==> config.mk <==
export PLATFORM = sky130hd
export DESIGN_NAME = trep_name_fetch
export DESIGN_NICKNAME = d
export VERILOG_FILES = /design/src/rtl/trep_pkg.sv /design/src/rtl/trep_name_fetch.sv
export SDC_FILE = /design/constraint.sdc
export NUM_CORES = 1
export LEC_CHECK = 0
export BUFFER_PORTS_ARGS = -buffer_cell sky130_fd_sc_hd__buf_2
export CAP_MARGIN = 20
export CORE_ASPECT_RATIO = 0.6
export CORE_MARGIN = 3
export CORE_UTILIZATION = 30
export DETAILED_ROUTE_END_ITERATION = 16
export SYNTH_ARGS = -nofsm -noshare
export SYNTH_HDL_FRONTEND = slang
export SYNTH_SLANG_ARGS = --single-unit
==> constraint.sdc <==
create_clock -name clk -period 3.2 [get_ports clk]
set_clock_uncertainty 0.15 [all_clocks]
set_input_delay 0.32 -clock clk [delete_from_list [all_inputs] [get_ports clk]]
set_output_delay 0.32 -clock clk [all_outputs]
set_load 0.02 [all_outputs]
==> src/rtl/trep_pkg.sv <==
package trep_pkg;

    localparam int unsigned WORD_W     = 32;
    localparam int unsigned ADDR_BITS  = 32;
    localparam int unsigned NAME_LEN   = 16;
    localparam int unsigned WIN_SLOTS  = 4;
    localparam int unsigned SLOT_LSB   = 2;
    localparam int unsigned SLOT_BITS  = $clog2(WIN_SLOTS);

    // Word slots inside the window; the spare slot decodes to an error
    typedef enum logic [SLOT_BITS-1:0] {
        SLOT_HALT    = 2'd0,
        SLOT_VERDICT = 2'd1,
        SLOT_NAMEPTR = 2'd2,
        SLOT_SPARE   = 2'd3
    } slot_e;

    // One-hot write decode carried from the decoder to the datapath
    typedef struct packed {
        logic halt;
        logic verdict;
        logic nameptr;
        logic spare;
    } wr_hits_t;

    typedef enum logic {
        FETCH_IDLE = 1'b0,
        FETCH_RUN  = 1'b1
    } fetch_state_e;

    function automatic logic [WORD_W-1:0] keep_mask(input bit last_word, input int unsigned dw);
        logic [WORD_W-1:0] m;
        m = '1;
        if (last_word) m[dw-1 -: 8] = 8'h00;
        return m;
    endfunction

endpackage

==> src/rtl/trep_name_fetch.sv <==
module trep_name_fetch
    import trep_pkg::*;
#(
    parameter int unsigned ADDR_W     = ADDR_BITS,
    parameter int unsigned DATA_W     = WORD_W,
    parameter int unsigned NAME_BYTES = NAME_LEN
) (
    input  logic                    clk,
    input  logic                    rst,
    input  logic                    start,
    input  logic [ADDR_W-1:0]       base_ptr,
    output logic                    mem_rd_valid,
    output logic [ADDR_W-1:0]       mem_rd_addr,
    input  logic                    mem_rd_ready,
    input  logic [DATA_W-1:0]       mem_rd_data,
    output logic                    busy,
    output logic [NAME_BYTES*8-1:0] name_q
);

    localparam int unsigned WORD_BYTES = DATA_W / 8;
    localparam int unsigned NAME_WORDS = NAME_BYTES / WORD_BYTES;
    localparam int unsigned CNT_W      = (NAME_WORDS > 1) ? $clog2(NAME_WORDS) : 1;
    localparam int unsigned BYTE_SH    = $clog2(WORD_BYTES);
    localparam logic [CNT_W-1:0] LAST_IDX = CNT_W'(NAME_WORDS - 1);

    fetch_state_e     state_q;
    logic [CNT_W-1:0] cnt_q;
    logic             take;

    assign busy         = (state_q == FETCH_RUN);
    assign mem_rd_valid = busy;
    assign mem_rd_addr  = base_ptr + (ADDR_W'(cnt_q) << BYTE_SH);
    assign take         = busy && mem_rd_ready && !start;

    always_ff @(posedge clk) begin
        if (rst) begin
            state_q <= FETCH_IDLE;
            cnt_q   <= '0;
        end else if (start) begin
            state_q <= FETCH_RUN;
            cnt_q   <= '0;
        end else if (take) begin
            cnt_q <= cnt_q + 1'b1;
            if (cnt_q == LAST_IDX) state_q <= FETCH_IDLE;
        end
    end

    for (genvar w = 0; w < NAME_WORDS; w++) begin : g_word
        localparam logic [DATA_W-1:0] KEEP = DATA_W'(keep_mask(w == NAME_WORDS - 1, DATA_W));
        logic [DATA_W-1:0] word_q;
        always_ff @(posedge clk) begin
            if (rst) begin
                word_q <= '0;
            end else if (take && (cnt_q == CNT_W'(w))) begin
                word_q <= mem_rd_data & KEEP;
            end
        end
        assign name_q[w*DATA_W +: DATA_W] = word_q;
    end

    // a stalled request keeps its address until accepted or restarted
    assert_addr_hold_R11: assert property (@(posedge clk) disable iff (rst)
        (mem_rd_valid && !mem_rd_ready && !start) |=> (mem_rd_valid && $stable(mem_rd_addr)));

    // the terminator byte of the name never carries fetched data
    assert_term_byte_R4: assert property (@(posedge clk) disable iff (rst)
        name_q[NAME_BYTES*8-1 -: 8] == 8'h00);

    // the fetch only ends after an accepted read
    assert_end_on_accept_R3: assert property (@(posedge clk) disable iff (rst)
        $fell(busy) |-> $past(mem_rd_valid && mem_rd_ready));

endmodule

==> results.json, run 1 <==
{
  "worst_pin_slew_ns": 0.862,
  "cts_resized": 0,
  "p_int_uw": 2800,
  "ys_warn_count": 0,
  "fillers": 1652,
  "power_density_nw_per_um2": 540,
  "slowest_delay_ns": 0.39,
  "cts_made_buffers": 17,
  "synthCells": 638,
  "grt_pass1_vias": 4592,
  "drt_first_pass_iters": 4,
  "whs_path_depth": 3,
  "h-tree-depth": 4,
  "crit_path_max_fanout": 9,
  "crit_buf_inv": 1,
  "path_delay_family": "simple AND/OR/NAND/NOR gates",
  "setup_ws_ns": 0.440,
  "p_clk_frac": 0.506,
  "placed_area_sq_um": 6220,
  "r2r_cells": 6,
  "ir_worst_vdd_mv": 0.201,
  "max_freq_mhz": 362,
  "grt_overflow": 0,
  "die-area_sq_um": 18400,
  "postRouteAntennaNets": 0,
  "grt_pass1_wl_mm": 25.5,
  "ys_ff_latch": 123,
  "grtUsageMet1": 0.252,
  "via_per_inst": 4.56,
  "clkSinkCount": 123,
  "initial_utilization": 0.317,
  "cts_hold_buf": 1,
  "cts_tree": "yes",
  "rows": 35,
  "finalCritPeriodShare": 0.863,
  "die_y_um": 106,
  "worst_path_most_repeated_cell": "nand4_1",
  "avgRoutedWirePerCell_um": 15.1,
  "cp.depth": 7,
  "critical_path.cell_chain": "ha_1 > fa_1 > nand4_1 > nor2_2 > nand4_1 > xnor2_1 > buf_2",
  "syn_area_per_cell_sq_um": 7.87,
  "slew_headroom": 0.424,
  "crit_arrival_ns": 2.29,
  "core-area_sq_um": 15900,
  "syn2layout_area_growth_pct": 35.4,
  "grt_use_met2": 0.242,
  "synthArstFlopShare": 0,
  "required_ns": 2.73,
  "port_buffers": 217,
  "drtIter0Drc": 313,
  "finalHoldViolCount": 0,
  "p_leak_uw": 0.00291,
  "met3_usage": 0.0617,
  "slew_viol_final": 0,
  "route.detailed.drc": 0,
  "gp_congestion": 0.788,
  "synth_area_leader_cell": "dfxtp_1",
  "rsz0062_at_grt": "no",
  "clkSlewWorstSetupHoldPaths_ns": 0.06,
  "power.total_uw": 3670,
  "ys.flop_type": "dfxtp_1",
  "setup_viol": 0,
  "synthesis.area_sq_um": 5020,
  "p_switching_uw": 876,
  "grt_max_degree": 76,
  "worstHoldPathType": "in2reg",
  "seq_area_frac_synth": 0.490,
  "die-width_um": 173,
  "ys_types": 30,
  "max_cap_violations": 0,
  "drt_wl_total_mm": 16.2,
  "synth_area_leaders": "dfxtp_1 49%, nand2_1 19%, a21oi_1 12%",
  "postCtsSetupBuffers": 0,
  "end_kind": "primary output",
  "dpl.hpwl_mm": 11.4,
  "gr-usage-all-layers": 0.174,
  "cpMaxStageDelayCell": "dfxtp_1",
  "clk_path_buf_depth": 2,
  "swShare": 0.239,
  "combPwrFrac": 0.071,
  "ios": 230,
  "busiest_layer": "met1",
  "nets": 916,
  "drive_above_1_share": 0.308,
  "routed-via-count": 4897,
  "post-route-util": 0.429,
  "fin_setup_tns_ns": 0,
  "finalWorstPathRequiredPeriod_ns": 2.76,
  "synth_edf_count": 0,
  "antenna_found_initial": 0,
  "clkLatencyLatePin_ns": 0.40,
  "synth_top_area_share": 0.490,
  "cts_root_buf": "clkbuf_16",
  "path_class": "reg2out",
  "antenna_cells": 0,
  "fin_area_sq_um": 6800,
  "start_kind": "register",
  "status": "complete, no violations",
  "dp_slack_ns": 0.865,
  "p_seq_frac": 0.423
}
synthesized netlist by cell type, types with 2 or more instances:
library cell,count
nand2_1,251
dfxtp_1,123
a21oi_1,121
xnor2_1,24
buf_4,22
buf_2,15
clkbuf_1,14
nand3_1,13
nand4_1,10
ha_1,6
and2_1,5
nor2_1,5
xor2_1,5
inv_1,4
nor3_1,3
and3_1,2
nor4_1,2
cell usage in the layout (no fill, tap or decap), types with 3 or more instances in the layout:
| master | synthesis | routed |
|---|---|---|
| and2_1 | 5 | 5 |
| xnor2_1 | 24 | 24 |
| conb_1 | 1 | 8 |
| dfxtp_1 | 123 | 123 |
| clkbuf_1 | 14 | 3 |
| a21oi_1 | 121 | 121 |
| ha_1 | 6 | 6 |
| xor2_1 | 5 | 5 |
| clkbuf_16 | 0 | 17 |
| nor2_1 | 5 | 5 |
| buf_2 | 15 | 216 |
| buf_4 | 22 | 10 |
| nor3_1 | 3 | 3 |
| clkinvlp_4 | 0 | 3 |
| inv_1 | 4 | 4 |
| nand3_1 | 13 | 13 |
| nand4_1 | 10 | 10 |
| nand2_1 | 251 | 251 |
path summary, 6_finish.rpt:
kind                                                  startpoint                           endpoint  slack (ns)
worst max register to register             cnt_q[1]$_SDFFE_PP0P_   g_word[0].word_q[7]$_SDFFE_PP0P_        1.05
worst max-delay path                       cnt_q[0]$_SDFFE_PP0P_                    mem_rd_addr[28]        0.44
worst min register to register  g_word[3].word_q[9]$_SDFFE_PP0P_   g_word[3].word_q[9]$_SDFFE_PP0P_        0.30
worst min-delay path                             mem_rd_data[24]  g_word[0].word_q[24]$_SDFFE_PP0P_        0.03
per-stage QoR:
step	instances	hold slack, ns
floorplan	645	0.247
global route	1075	0.0247
detailed placement	1043	0.295
global placement	1043	0.289
finish	1075	0.0304
CTS	1075	0.0104
power by group through the flow:
stage	Clock, uW	Combinational (uW)	Sequential [uW]
after floorplan	0	128	1600
after global placement	0	258	1590
after detailed placement	0	257	1590
after CTS	1910	259	1550
after global routing	1970	282	1550
final	1860	260	1550
metal layers:
| metal | vias to the layer above | wire [um] |
|---|---|---|
| met1 | 2226 | 8120 |
| met2 | 188 | 6510 |
| met4 | 0 | 109 |
| met5 | - | 0 |
| li1 | 2474 | - |
| met3 | 9 | 1500 |
worst register-to-register path: stages (launching register included):
cell and delay (ns):
dfxtp_1 0.44, inv_1 0.10, ha_1 0.20, nand2_1 0.63, buf_4 0.35, nand2_1 0.08, a21oi_1 0.13
layout make-up:
class	count	area [sq um]	share of cell area
clock buffers	21	450	0.0663
flip-flops and latches	123	2460	0.362
multi-input cells	466	2270	0.333
clock inverters	10	119	0.0175
well taps	222	278	0.0409
repair buffers	229	1210	0.177
inverters	4	15.0	0.00221
registers in the layout, indices dropped and copies added (netlist names):
register	cells
busy	1
g_word.word_q	120
cnt_q	2
kinds of logic (layout without fill, tap and decap cells):
group	after synthesis	count (layout)	share of synthesized area
AND/OR/NAND/NOR	300	300	0.253
XOR/XNOR	29	29	0.0506
flip-flops	123	123	0.490
buffers and inverters	56	264	0.0635
AO/OA/AOI/OAI	121	121	0.121
multiplexers	1	1	0.00199
adder cells (fa/ha/maj)	7	7	0.0189
other	1	8	0.000747
Note: power is estimated with default switching activity, not from simulation.
==> inputs of run 2 (changes only) <==
Settings changed: CORE_UTILIZATION 30 to 50, PLACE_DENSITY set to 0.85, SETUP_SLACK_MARGIN set to 0.4.
==> run 2 against run 1 <==
Die area down 38%. Largest power group unchanged. Count of clock-buffer cells in the layout is 1 lower. Sequential cell count unchanged. Global-route usage up 7.8 points. Largest cell class unchanged.
==> results.json, run 2 (synthesis results as in run 1) <==
{
  "p_seq_frac": 0.420,
  "port_buffers": 217,
  "grt_max_degree": 65,
  "hold_path_end": "g_word[0].word_q[24]$_SDFFE_PP0P_",
  "area.sequential_sq_um": 2460,
  "reg2reg_from": "busy$_SDFFE_PP0P_",
  "nets": 917,
  "p_leak_uw": 0.00293,
  "grt_pass1_vias": 4602,
  "r2r_end": "g_word[2].word_q[5]$_SDFFE_PP0P_",
  "gr-usage-all-layers": 0.252,
  "worst_path_most_repeated_cell": "nand4_1",
  "swShare": 0.229,
  "combPwrFrac": 0.070,
  "drive_above_1_share": 0.310,
  "cts_made_buffers": 17,
  "crit_path_max_fanout": 5,
  "syn2layout_area_growth_pct": 34.1,
  "die_y_um": 83.6,
  "slew_headroom": 0.344,
  "rsz0062_at_grt": "no",
  "end_kind": "primary output",
  "rows": 27,
  "core-area_sq_um": 9460,
  "rrSetupSlack_ns": 1.05,
  "dpl.hpwl_mm": 10.5,
  "clkSinkCount": 123,
  "via_per_inst": 5.11,
  "postRouteAntennaNets": 0,
  "setup_viol": 0,
  "multi_input_area_sq_um": 2280,
  "power_density_nw_per_um2": 550,
  "path_class": "reg2out",
  "status": "complete, no violations",
  "setup_ws_ns": 0.532,
  "required_ns": 2.73,
  "slowest_delay_ns": 0.40,
  "clkSlewWorstSetupHoldPaths_ns": 0.06,
  "ios": 230,
  "power.total_uw": 3700,
  "max_freq_mhz": 375,
  "worstHoldPathType": "in2reg",
  "routed-via-count": 5029,
  "cpMaxStageDelayCell": "dfxtp_1",
  "finalWorstPathRequiredPeriod_ns": 2.67,
  "h-tree-depth": 4,
  "die-area_sq_um": 11300,
  "antenna_cells": 0,
  "fin_area_sq_um": 6730,
  "worst_pin_slew_ns": 0.982,
  "whs_path_depth": 3,
  "r2r_cells": 5,
  "placed_area_sq_um": 6100,
  "cts_root_buf": "clkbuf_16",
  "max_cap_violations": 0,
  "ir_worst_vdd_mv": 0.391,
  "clkLatencyLatePin_ns": 0.39,
  "slew_viol_final": 0,
  "avgRoutedWirePerCell_um": 15.1,
  "initial_utilization": 0.531,
  "largest_register_ffs": 120,
  "finalCritPeriodShare": 0.834,
  "most-common-layout-cells": "251 x nand2_1, 216 x buf_2, 123 x dfxtp_1, 121 x a21oi_1, 24 x xnor2_1",
  "hp-start": "mem_rd_data[24]",
  "p_clk_frac": 0.510,
  "gp_congestion": 0.841,
  "drt_first_pass_iters": 5,
  "cts_tree": "yes",
  "antenna_found_initial": 0,
  "fin_setup_tns_ns": 0,
  "grt_pass1_wl_mm": 23.1,
  "p_switching_uw": 849,
  "drtIter0Drc": 311,
  "timing.hold.ws_ns": 0.0325,
  "grt_overflow": 0,
  "die-width_um": 135,
  "final_common_cell": "nand2_1",
  "largest-register": "g_word.word_q",
  "start_kind": "register",
  "crit_arrival_ns": 2.20,
  "finalHoldViolCount": 0,
  "clk_path_buf_depth": 2,
  "fillers": 740,
  "route.detailed.drc": 0,
  "critical_path.cell_chain": "ha_1 > fa_1 > nand4_1 > buf_4 > nor2_2 > nand4_1 > xnor2_1 > buf_2",
  "dp_slack_ns": 0.801,
  "p_int_uw": 2850,
  "drt_wl_total_mm": 14.9
}
run 2: cell count changes in the layout (fill, tap and decap cells not counted):
cell,delta
clkinv_2,+3
nor2_4,+1
buf_4,-2
clkbuf_8,-1
clkinv_4,-1
buf_12,+2
clkinvlp_4,-1
bufinv_16,+1
run 2: power groups by stage:
stage | logic, uW | clock network (uW) | registers, uW
after floorplan | 128 | 0 | 1600
after global placement | 253 | 0 | 1590
after detailed placement | 254 | 0 | 1590
after CTS | 257 | 1900 | 1550
after global routing | 279 | 1970 | 1550
final | 259 | 1890 | 1550
run 2: area by class of cell:
type	instances	share of cell area
repair buffers	229	0.183
multi-input cells	467	0.338
well taps	130	0.0242
clock inverters	12	0.0219
inverters	4	0.00223
clock buffers	20	0.0649
flip-flops and latches	123	0.366
run 2: worst max-delay path, delay by kind of cell, from the launching register on:
family	cells	cell delay (ns)
XOR/XNOR	1	0.15
adder cells (fa/ha/maj)	2	0.44
buffers and inverters	2	0.36
flip-flops	1	0.40
AND/OR/NAND/NOR	3	0.45
run 2: timing repair:
item | CTS | global route
setup buffers | 0 | 2
pin swaps | 0 | 3
endpoints found under the setup margin | 1 | 12
endpoints found under the hold margin | 2 | 0
cloned | 0 | 1
hold buffers | 1 | 0
resized for setup | 1 | 0
run 2: metrics by stage:
step	std cells	util
after floorplan	645	-
after global placement	949	0.645
after CTS	982	0.708
after global routing	985	0.712
after detailed placement	949	0.645
final	985	0.712
run 2: worst max-delay path by stage:
| stage | start | end | depth (start not counted) |
|---|---|---|---|
| 2_1_floorplan | cnt_q[0]$_SDFFE_PP0P_ | mem_rd_addr[28] | 6 |
| 3_3_place_gp | base_ptr[2] | mem_rd_addr[26] | 8 |
| 4_1_cts | cnt_q[0]$_SDFFE_PP0P_ | mem_rd_addr[14] | 7 |
| 5_1_grt | cnt_q[1]$_SDFFE_PP0P_ | mem_rd_addr[31] | 7 |
| 3_5_place_dp | cnt_q[0]$_SDFFE_PP0P_ | mem_rd_addr[14] | 7 |
| 6_report | cnt_q[0]$_SDFFE_PP0P_ | mem_rd_addr[26] | 8 |
run 2: per-layer routing:
layer	GRT usage	vias to the layer above	share of wire
li1	-	2464	-
met1	0.354	2320	0.45
met2	0.377	231	0.45
met3	0.0765	14	0.098
met4	0.0686	0	0.0085
met5	0	-	0
